**config.mk**
```make
export PLATFORM = sky130hd
export DESIGN_NAME = intc_two_chan
export DESIGN_NICKNAME = d
export VERILOG_FILES = /design/src/rtl/intc_pkg.sv /design/src/rtl/intc_sync.sv /design/src/rtl/intc_chan.sv /design/src/rtl/intc_two_chan.sv
export SDC_FILE = /design/constraint.sdc
export NUM_CORES = 1
export LEC_CHECK = 0
export ABC_AREA = 1
export BUFFER_PORTS_ARGS = -buffer_cell sky130_fd_sc_hd__buf_2
export CELL_PAD_IN_SITES_DETAIL_PLACEMENT = 1
export CELL_PAD_IN_SITES_GLOBAL_PLACEMENT = 1
export CORE_UTILIZATION = 40
export CTS_BUF_LIST = sky130_fd_sc_hd__clkbuf_16
export DETAILED_ROUTE_END_ITERATION = 8
export PLACE_DENSITY_LB_ADDON = 0.1
export SLEW_MARGIN = 15
export SYNTH_ARGS = -nofsm -noshare
export SYNTH_HDL_FRONTEND = slang
export SYNTH_HIERARCHICAL = 1
export SYNTH_SLANG_ARGS = --single-unit
export TNS_END_PERCENT = 10
```
**constraint.sdc**
```tcl
create_clock -name clk_i -period 1.76 [get_ports clk_i]
set_input_delay 0.264 -clock clk_i [delete_from_list [all_inputs] [get_ports clk_i]]
set_output_delay 0.264 -clock clk_i [all_outputs]
set_load 0.05 [all_outputs]
```
**src/rtl/intc_pkg.sv**
```systemverilog
package intc_pkg;
  localparam int DATA_W   = 32;
  localparam int EDGE_BIT = 8;
  localparam int LOW_BIT  = 9;
  localparam int EN_BIT   = 10;

  typedef struct packed {
    logic en;
    logic act_low;
    logic edge_mode;
  } trig_t;

  function automatic trig_t decode_trig(input logic [DATA_W-1:0] w);
    trig_t t;
    t.en        = w[EN_BIT];
    t.act_low   = w[LOW_BIT];
    t.edge_mode = w[EDGE_BIT];
    return t;
  endfunction
endpackage

```
**src/rtl/intc_sync.sv**
```systemverilog
module intc_sync #(
  parameter int W = 8
) (
  input  logic         clk_i,
  input  logic         rst_ni,
  input  logic [W-1:0] async_i,
  output logic [W-1:0] now_o,
  output logic [W-1:0] old_o
);
  logic [W-1:0] meta_q, now_q, old_q;

  always_ff @(posedge clk_i or negedge rst_ni) begin
    if (!rst_ni) begin
      meta_q <= '0;
      now_q  <= '0;
      old_q  <= '0;
    end else begin
      meta_q <= async_i;
      now_q  <= meta_q;
      old_q  <= now_q;
    end
  end

  assign now_o = now_q;
  assign old_o = old_q;
endmodule

```
**src/rtl/intc_chan.sv**
```systemverilog
module intc_chan
  import intc_pkg::*;
#(
  parameter int N_LOG  = 4,
  parameter int N_PHYS = 8,
  localparam int SRC_W = (N_PHYS > 1) ? $clog2(N_PHYS) : 1,
  localparam int IDX_W = (N_LOG > 1) ? $clog2(N_LOG) : 1
) (
  input  logic              clk_i,
  input  logic              rst_ni,
  input  logic [N_PHYS-1:0] phys_now_i,
  input  logic [N_PHYS-1:0] phys_old_i,
  input  logic              ctrl_we_i,
  input  logic [IDX_W-1:0]  ctrl_idx_i,
  input  logic [DATA_W-1:0] wdata_i,
  input  logic              clr_we_i,
  input  logic [IDX_W-1:0]  rd_idx_i,
  output logic [DATA_W-1:0] ctrl_rdata_o,
  output logic [N_LOG-1:0]  status_o,
  output logic              irq_no
);
  logic [DATA_W-1:0] ctrl_word [N_LOG];
  logic              unused_wdata;
  logic              irq_nq;

  assign unused_wdata = ^wdata_i;

  for (genvar i = 0; i < N_LOG; i++) begin : g_log
    logic [SRC_W-1:0]  src_q;
    trig_t             trig_q;
    logic              latch_q;
    logic              act_now, act_old, rise, hit_ctrl, clr;
    logic [DATA_W-1:0] word;

    assign hit_ctrl = ctrl_we_i && (ctrl_idx_i == IDX_W'(i));
    assign clr      = clr_we_i && wdata_i[i];

    always_ff @(posedge clk_i or negedge rst_ni) begin
      if (!rst_ni) begin
        src_q  <= '0;
        trig_q <= '0;
      end else if (hit_ctrl) begin
        src_q  <= wdata_i[SRC_W-1:0];
        trig_q <= decode_trig(wdata_i);
      end
    end

    // polarity-corrected view of the selected line
    assign act_now = phys_now_i[src_q] ^ trig_q.act_low;
    assign act_old = phys_old_i[src_q] ^ trig_q.act_low;
    assign rise    = trig_q.edge_mode && act_now && !act_old;

    // reconfiguration discards a stale event; a fresh edge beats a W1C clear
    always_ff @(posedge clk_i or negedge rst_ni) begin
      if (!rst_ni)       latch_q <= 1'b0;
      else if (hit_ctrl) latch_q <= 1'b0;
      else if (rise)     latch_q <= 1'b1;
      else if (clr)      latch_q <= 1'b0;
    end

    assign status_o[i] = trig_q.en && (trig_q.edge_mode ? latch_q : act_now);

    always_comb begin
      word = '0;
      word[SRC_W-1:0] = src_q;
      word[EDGE_BIT]  = trig_q.edge_mode;
      word[LOW_BIT]   = trig_q.act_low;
      word[EN_BIT]    = trig_q.en;
    end
    assign ctrl_word[i] = word;

    p_latch_hold_r6: assert property (@(posedge clk_i) disable iff (!rst_ni)
      latch_q && !hit_ctrl && !clr |=> latch_q);
    p_w1c_clear_r7: assert property (@(posedge clk_i) disable iff (!rst_ni)
      clr && !rise && !hit_ctrl |=> !latch_q);
    p_cfg_clear_r11: assert property (@(posedge clk_i) disable iff (!rst_ni)
      hit_ctrl |=> !latch_q);
  end

  always_comb begin
    ctrl_rdata_o = '0;
    for (int k = 0; k < N_LOG; k++)
      if (rd_idx_i == IDX_W'(k)) ctrl_rdata_o = ctrl_word[k];
  end

  always_ff @(posedge clk_i or negedge rst_ni) begin
    if (!rst_ni) irq_nq <= 1'b1;
    else         irq_nq <= ~|status_o;
  end
  assign irq_no = irq_nq;

  p_req_assert_r9: assert property (@(posedge clk_i) disable iff (!rst_ni)
    (|status_o) |=> !irq_no);
  p_req_release_r9: assert property (@(posedge clk_i) disable iff (!rst_ni)
    !(|status_o) |=> irq_no);
endmodule

```
**src/rtl/intc_two_chan.sv**
```systemverilog
module intc_two_chan
  import intc_pkg::*;
#(
  parameter int N_PHYS    = 8,
  parameter int N_FAST    = 4,
  parameter int N_NORM    = 20,
  parameter int ADDR_W    = 6,
  parameter int NORM_BASE = 32,
  parameter int FAST_STAT = 62,
  parameter int NORM_STAT = 63
) (
  input  logic              clk_i,
  input  logic              rst_ni,
  input  logic [N_PHYS-1:0] phys_i,
  input  logic              wr_en_i,
  input  logic [ADDR_W-1:0] addr_i,
  input  logic [31:0]       wdata_i,
  output logic [31:0]       rdata_o,
  output logic              fast_req_no,
  output logic              norm_req_no
);
  localparam int FI_W = (N_FAST > 1) ? $clog2(N_FAST) : 1;
  localparam int NI_W = (N_NORM > 1) ? $clog2(N_NORM) : 1;
  localparam logic [ADDR_W-1:0] FAST_END_A  = ADDR_W'(N_FAST);
  localparam logic [ADDR_W-1:0] NORM_BASE_A = ADDR_W'(NORM_BASE);
  localparam logic [ADDR_W-1:0] NORM_END_A  = ADDR_W'(NORM_BASE + N_NORM);
  localparam logic [ADDR_W-1:0] FSTAT_A     = ADDR_W'(FAST_STAT);
  localparam logic [ADDR_W-1:0] NSTAT_A     = ADDR_W'(NORM_STAT);

  logic [N_PHYS-1:0] ph_now, ph_old;
  logic              fast_hit, norm_hit;
  logic [ADDR_W-1:0] norm_off;
  logic              unused_addr;
  logic [DATA_W-1:0] f_ctrl, n_ctrl;
  logic [N_FAST-1:0] f_stat;
  logic [N_NORM-1:0] n_stat;

  assign fast_hit    = addr_i < FAST_END_A;
  assign norm_hit    = (addr_i >= NORM_BASE_A) && (addr_i < NORM_END_A);
  assign norm_off    = addr_i - NORM_BASE_A;
  assign unused_addr = ^{norm_off, addr_i};

  intc_sync #(.W(N_PHYS)) i_sync (
    .clk_i  (clk_i),
    .rst_ni (rst_ni),
    .async_i(phys_i),
    .now_o  (ph_now),
    .old_o  (ph_old)
  );

  intc_chan #(.N_LOG(N_FAST), .N_PHYS(N_PHYS)) i_fast (
    .clk_i       (clk_i),
    .rst_ni      (rst_ni),
    .phys_now_i  (ph_now),
    .phys_old_i  (ph_old),
    .ctrl_we_i   (wr_en_i && fast_hit),
    .ctrl_idx_i  (addr_i[FI_W-1:0]),
    .wdata_i     (wdata_i),
    .clr_we_i    (wr_en_i && (addr_i == FSTAT_A)),
    .rd_idx_i    (addr_i[FI_W-1:0]),
    .ctrl_rdata_o(f_ctrl),
    .status_o    (f_stat),
    .irq_no      (fast_req_no)
  );

  intc_chan #(.N_LOG(N_NORM), .N_PHYS(N_PHYS)) i_norm (
    .clk_i       (clk_i),
    .rst_ni      (rst_ni),
    .phys_now_i  (ph_now),
    .phys_old_i  (ph_old),
    .ctrl_we_i   (wr_en_i && norm_hit),
    .ctrl_idx_i  (norm_off[NI_W-1:0]),
    .wdata_i     (wdata_i),
    .clr_we_i    (wr_en_i && (addr_i == NSTAT_A)),
    .rd_idx_i    (norm_off[NI_W-1:0]),
    .ctrl_rdata_o(n_ctrl),
    .status_o    (n_stat),
    .irq_no      (norm_req_no)
  );

  always_comb begin
    rdata_o = '0;
    if (fast_hit)               rdata_o = f_ctrl;
    else if (norm_hit)          rdata_o = n_ctrl;
    else if (addr_i == FSTAT_A) rdata_o = DATA_W'(f_stat);
    else if (addr_i == NSTAT_A) rdata_o = DATA_W'(n_stat);
  end

  // a write aimed at one channel leaves the other's request level unchanged
  p_fast_indep_r10: assert property (@(posedge clk_i) disable iff (!rst_ni)
    wr_en_i && (norm_hit || addr_i == NSTAT_A) && $stable(f_stat) |=> $stable(fast_req_no));
  p_norm_indep_r10: assert property (@(posedge clk_i) disable iff (!rst_ni)
    wr_en_i && (fast_hit || addr_i == FSTAT_A) && $stable(n_stat) |=> $stable(norm_req_no));
endmodule

```
==> results of run 1 <==
-- cell usage in the layout (no fill, tap or decap), types with 4 or more instances in the layout --
cell / count
dlygate4sd3_1: 9
o21ai_1: 59
nand2_2: 26
dfrtp_1: 173
o21ai_0: 267
nand3_1: 111
or2_2: 4
nor3_2: 6
buf_2: 36
clkbuf_16: 19
nand2_1: 583
buf_8: 9
o221ai_2: 4
nor2_4: 7
o21a_1: 9
nand3_2: 26
buf_4: 320
inv_8: 5
a31oi_1: 14
o21ai_2: 10
nor3_1: 8
nor2_2: 32
a21oi_1: 98
inv_6: 4
nand3b_1: 8
a31oi_2: 5
buf_12: 28
a21oi_2: 19
buf_6: 35
nand4_1: 29
conb_1: 52
inv_1: 203
dfrtp_2: 19
nor2_1: 125
o211ai_1: 65
nand3_4: 4
inv_4: 4
a221oi_1: 5
and2_1: 5
inv_2: 30
-- what timing repair did --
item                                    in CTS  in global routing
cloned                                       0                  2
setup buffers                               18                 18
hold buffers                                 9                  0
pin swaps                                   28                 74
endpoints found under the setup margin      40                114
endpoints found under the hold margin       43                  0
gates resized for setup                    100                196
-- worst max path at each step --
stage | startpoint | end | cells past startpoint
CTS | i_norm/g_log[0].src_q[0]$_DFFE_PN0P_ | rdata_o[0] | 14
floorplan | i_norm/g_log[1].src_q[0]$_DFFE_PN0P_ | rdata_o[0] | 14
global route | addr_i[3] | rdata_o[0] | 18
detailed placement | addr_i[3] | rdata_o[2] | 19
global placement | addr_i[3] | rdata_o[2] | 19
finish | i_sync/now_o[1]$_DFF_PN0_ | rdata_o[10] | 15
-- final cells by class --
cell class,count,area [sq um],share of cell area
clock buffer,17,425,0.0226
multi-input combinational,1607,8050,0.427
inverter,238,903,0.0479
timing repair buffer,441,3830,0.203
clock inverter,15,184,0.00976
sequential,194,4880,0.259
tap,455,569,0.0302
-- flip-flops by register name, indices dropped and copies added, names as in the netlist --
signal	cells
i_fast/g_log.latch_q	4
i_fast/ctrl_word	12
i_norm/g_log.latch_q	20
i_norm/ctrl_word	60
i_norm/irq_no	1
i_sync/old_o	8
i_norm/g_log.src_q	60
i_fast/irq_no	1
i_fast/g_log.src_q	12
i_sync/now_o	8
i_sync/meta_q	8
-- logic make-up (layout without fill, tap and decap cells) --
kind of cell,Yosys count,count (layout),share of synthesized area
AO/OA/AOI/OAI,568,568,0.223
buffers and inverters,401,711,0.134
flip-flops,194,194,0.346
multiplexers,1,1,0.000803
other,2,52,0.000535
AND/OR/NAND/NOR,986,986,0.296
-- worst max-delay path: cells and delay by family, from the launching register on --
| kind | cells | cell delay (ns) |
|---|---|---|
| buffers and inverters | 6 | 0.75 |
| AOI/OAI and AO/OA | 4 | 0.54 |
| and+or+nand+nor | 5 | 0.44 |
| DFF | 1 | 0.41 |
-- stage by stage --
stage | setup TNS, ns | instances | hold WS, ns | utilization
floorplan | -5.46 | 2202 | -0.0316 | -
global placement | -49.40 | 2899 | 0.257 | 0.494
detailed placement | -57.20 | 2899 | 0.261 | 0.494
CTS | -20.50 | 2958 | 0.0388 | 0.527
global route | -25.22 | 2967 | 0.0481 | 0.546
finish | -20.41 | 2967 | 0.0463 | 0.546
-- per-layer routing --
metal	wire [um]	vias up	part of all wire	GRT usage
met5	0	-	0	0
li1	-	7673	-	-
met4	2840	0	0.044	0.157
met1	28500	8326	0.44	0.472
met2	30400	554	0.47	0.599
met3	3570	162	0.055	0.0525
-- power breakdown --
| part | internal, uW | switching [uW] |
|---|---|---|
| combinational | 2840 | 3910 |
| clock | 2060 | 2180 |
| sequential | 5070 | 679 |
| total | 9970 | 6760 |
==> results.cfg, run 1 <==
[clock_network]
cts_tree = built
clk_path_buf_depth = 2
numCtsBuffers = 17
path_clk_slew_ns = 0.09
cts-htree-levels = 4
clock_latency_ns = 0.47
cts_root_buffer = clkbuf_16
clock_sinks = 194

[sta]
setup_ws_ns = -1.13
slew_violations = 0
skew_ns = 0.0156
post-route-period-util = 1.64
rsz0062_at_grt = true
final-hold-violation-count = 0
final-setup-viol-count = 27
min_period_ns = 2.89
timing.fmax_ghz = 0.347

[logic_synthesis]
synth-warning-count = 6
synth_common_cells = nand2_1 (603), o21ai_0 (303), inv_1 (220)
synthTopCellsByArea = dfrtp_1 (34%), nand2_1 (16%), o21ai_0 (11%)
yosysTopAreaCellShare = 0.342
async_reset_ff_frac = 1.00
synth.avg_cell_area_sq_um = 6.52
synth_cell_types = 46
synth_edf_count = 0
synthCells = 2152
synth.most_common_cell = nand2_1
yosys_register_bits = 194
ys.flop_type = dfrtp_1
syn_area_sq_um = 14000
synth_top_area_cell = dfrtp_1
synth_seq_area_share = 0.346

[placement]
placed_cell_area_sq_um = 17100
place_ws_ns = -1.26
hpwl_um = 46900
io_buffers = 58
place_congestion = 0.920

[setup_path]
cp_cell_sequence = inv_4 -> buf_12 -> clkbuf_16 -> a21oi_1 -> o21ai_1 -> o21ai_1 -> nand2_1 -> nand2_2 -> nor2_1 -> o31ai_2 -> buf_4 -> inv_1 -> nand3_2 -> nand3_2 -> buf_6
crit_fanout = 4
start_kind = flop
critPathKind = reg2out
required_ns = 1.50
r2r_end = i_norm/irq_no$_DFF_PN1_
reg2reg_from = i_sync/now_o[1]$_DFF_PN0_
cpPeakStageDelay_ns = 0.41
arrival_ns = 2.62
crit_slowest_cell = dfrtp_1
rrSetupSlack_ns = -0.67
crit_path_end_kind = output port
reg2reg_depth = 17

[floorplan]
io_pins = 83
core_region_area_sq_um = 34500
initial_core_util = 0.406
fp.dieArea_sq_um = 35800
dieWidth_um = 189
die_h_um = 189
num_rows = 68

[routing]
post_drt_wl_per_cell_um = 22.0
drtPass1Iterations = 5
vias = 16700
post_drt_via_cell_ratio = 5.63
drtAntennaViolNets = 0
remaining_drc_errors = 0
routed_wl_um = 65300
initialDrtViolationCount = 1283

[power_and_ir_drop]
ir_drop_v = 0.000768
total_power_uw = 16700
powerDensity_nw_per_um2 = 888
total_leakage_power_uw = 0.00905

[layout]
diodes = 0
areaGrowthSynthToFinish_pct = 34.4
drive_gt1_frac = 0.271
fill_cells = 4581
layout.nets = 2548
fin_area_sq_um = 18800

[hold_path]
worstHoldEndpoint = i_norm/g_log[6].latch_q$_DFFE_PN0P_
min_from = wdata_i[6]
hold_path_class = in2reg
hold_path_depth = 4

[run]
drv_cap = 0

[run_status]
status = finished with violations
violations = negative setup slack

[grt]
grtUsageTotal = 0.363
antenna_found_initial = 2
grt_max_degree = 49
grt_pass1_wl_um = 98200
grt_pass1_vias = 16900
grt-ovfl-total = 0
Note: power is estimated with default switching activity, not from simulation.
==> run 2: changes to the inputs <==
--- a/config.mk
+++ b/config.mk
@@ -6,12 +6,12 @@
 export NUM_CORES = 1
 export LEC_CHECK = 0
 export ABC_AREA = 1
-export BUFFER_PORTS_ARGS = -buffer_cell sky130_fd_sc_hd__buf_2
 export CELL_PAD_IN_SITES_DETAIL_PLACEMENT = 1
 export CELL_PAD_IN_SITES_GLOBAL_PLACEMENT = 1
-export CORE_UTILIZATION = 40
+export CORE_UTILIZATION = 42
 export CTS_BUF_LIST = sky130_fd_sc_hd__clkbuf_16
 export DETAILED_ROUTE_END_ITERATION = 8
+export DONT_BUFFER_PORTS = 1
 export PLACE_DENSITY_LB_ADDON = 0.1
 export SLEW_MARGIN = 15
 export SYNTH_ARGS = -nofsm -noshare
==> constraint.sdc (replaced) <==
create_clock -name clk_i -period 1.76 [get_ports clk_i]
set_input_delay 0.176 -clock clk_i [delete_from_list [all_inputs] [get_ports clk_i]]
set_output_delay 0.176 -clock clk_i [all_outputs]
set_load 0.05 [all_outputs]
==> results.cfg, run 2 (synthesis gave the netlist of run 1 again) <==
[layout]
layout.nets = 2446
fill_cells = 4296
multiInputGateArea_sq_um = 7820
seq_area_sq_um = 4870
final_cell_mix = nand2_1 (598), o21ai_0 (278), buf_4 (263)
fin_area_sq_um = 17900
final-instance-count-excl-fill = 2855
final_common_cell = nand2_1
drive_gt1_frac = 0.201
areaGrowthSynthToFinish_pct = 27.8

[run_status]
violations = negative hold slack, negative setup slack
status = finished with violations

[setup_path]
cpPeakStageDelay_ns = 0.43
critPathKind = reg2out
crit_fanout = 3
crit_top_cell = nand4_1
crit_path_end_kind = output port
cp_cell_sequence = nand4_1 -> nand3_2 -> o21ai_2 -> nand4_1 -> nand2_1 -> nand4_1 -> nand2_1 -> nand4_1 -> nor2_2 -> nand4_1 -> nand3_1 -> nand4_1 -> buf_12
arrival_ns = 2.61
required_ns = 1.58
crit_slowest_cell = dfrtp_1
start_kind = flop

[routing]
routed_wl_um = 62400
drtAntennaViolNets = 0
post_drt_wl_per_cell_um = 21.9
drtPass1Iterations = 5
vias = 16100
post_drt_via_cell_ratio = 5.63
remaining_drc_errors = 0
initialDrtViolationCount = 1152

[clock_network]
cts_tree = built
clock_sinks = 194
clock_latency_ns = 0.47
path_clk_slew_ns = 0.07
cts-htree-levels = 4
cts_hold_buf = 30
clk_path_buf_depth = 2
numCtsBuffers = 17
cts_root_buffer = clkbuf_16

[placement]
io_buffers = 0
placed_cell_area_sq_um = 16500
dp_cells = 2783
hpwl_um = 44000
place_congestion = 0.949
place_ws_ns = -0.652

[grt]
grt-ovfl-total = 0
grt_max_degree = 195
grtUsageTotal = 0.372
grt_pass1_vias = 16500
grt_pass1_wl_um = 94400
antenna_found_initial = 2

[floorplan]
num_rows = 66
fp.dieArea_sq_um = 34100
die_h_um = 185
initial_core_util = 0.429
io_pins = 83
dieWidth_um = 185
core_region_area_sq_um = 32700

[sta]
slew_violations = 0
min_period_ns = 2.78
final-setup-viol-count = 28
final-hold-violation-count = 194
slew_headroom = 0.187
rsz0062_at_grt = true
skew_ns = 0.0147
timing.fmax_ghz = 0.359
holdWs_ns = -0.592
tightest_slew_ns = 1.22
setup_ws_ns = -1.02
post-route-period-util = 1.58

[power_and_ir_drop]
total_leakage_power_uw = 0.00855
ir_drop_v = 0.000713
powerDensity_nw_per_um2 = 891

[run]
drv_cap = 0

[hold_path]
hold_path_class = in2async
run 2: what timing repair did:
item                       in CTS  in global routing
gates resized for setup        70                 70
pin swaps                      14                 18
hold endpoints to repair      321                194
gates cloned                    0                  0
setup buffers                   2                  5
setup endpoints to repair      29                 41
run 2: report_power, final:
group	leakage, uW	internal, uW	switching [uW]	total [uW]
Sequential	0.00214	5070	711	5780
Clock	0.000300	2370	1890	4260
Combinational	0.00610	2420	3500	5920
run 2: area by class of cell:
cell class,count,area share
Multi-Input combinational cell,1607,0.436
Sequential cell,194,0.272
Timing Repair Buffer,339,0.176
Inverter,238,0.0511
Tap cell,442,0.0308
Clock buffer,17,0.0237
Clock inverter,14,0.0104
Antenna cell,4,0.000558
run 2: worst paths after layout:
check                                                startpoint                                     to  slack [ns]  cells past startpoint
min                                                      rst_ni   i_fast/g_log[1].src_q[2]$_DFFE_PN0P_       -0.59                      0
min in group clk_i                                   wdata_i[8]       i_fast/ctrl_word[40]$_DFFE_PN0P_        0.03                      3
max                        i_norm/g_log[2].src_q[0]$_DFFE_PN0P_                             rdata_o[0]       -1.02                     13
max in group asynchronous                                rst_ni  i_norm/g_log[17].src_q[0]$_DFFE_PN0P_        1.90                      0
max reg2reg                i_norm/g_log[3].src_q[0]$_DFFE_PN0P_                i_norm/irq_no$_DFF_PN1_       -0.50                     13
min reg2reg                          i_sync/meta_q[4]$_DFF_PN0_              i_sync/now_o[4]$_DFF_PN0_        0.36                      0
run 2: critical path: cells and delay by family (launching register included):
kind / cells / cell delay, ns
simple gates: 11 / 1.38
buf+inv: 1 / 0.20
flops: 1 / 0.43
compound gates: 1 / 0.15
run 2: metal layers:
metal,wire [um],up-vias,GRT usage,share of wire
li1,-,7463,-,-
met2,30100,529,0.625,0.48
met3,4050,172,0.0788,0.065
met1,25500,7910,0.449,0.41
met4,2780,0,0.185,0.045
met5,0,-,0,0
run 2: through the flow:
step	power, uW	utilization	setup TNS, ns	hold WS [ns]
after floorplan	8950	-	-3.39	-0.120
after global placement	10900	0.505	-10.97	-0.114
after detailed placement	11200	0.505	-16.06	-0.115
after CTS	15700	0.542	-18.12	-0.607
after global routing	16800	0.548	-22.62	-0.608
final	16000	0.548	-18.66	-0.592
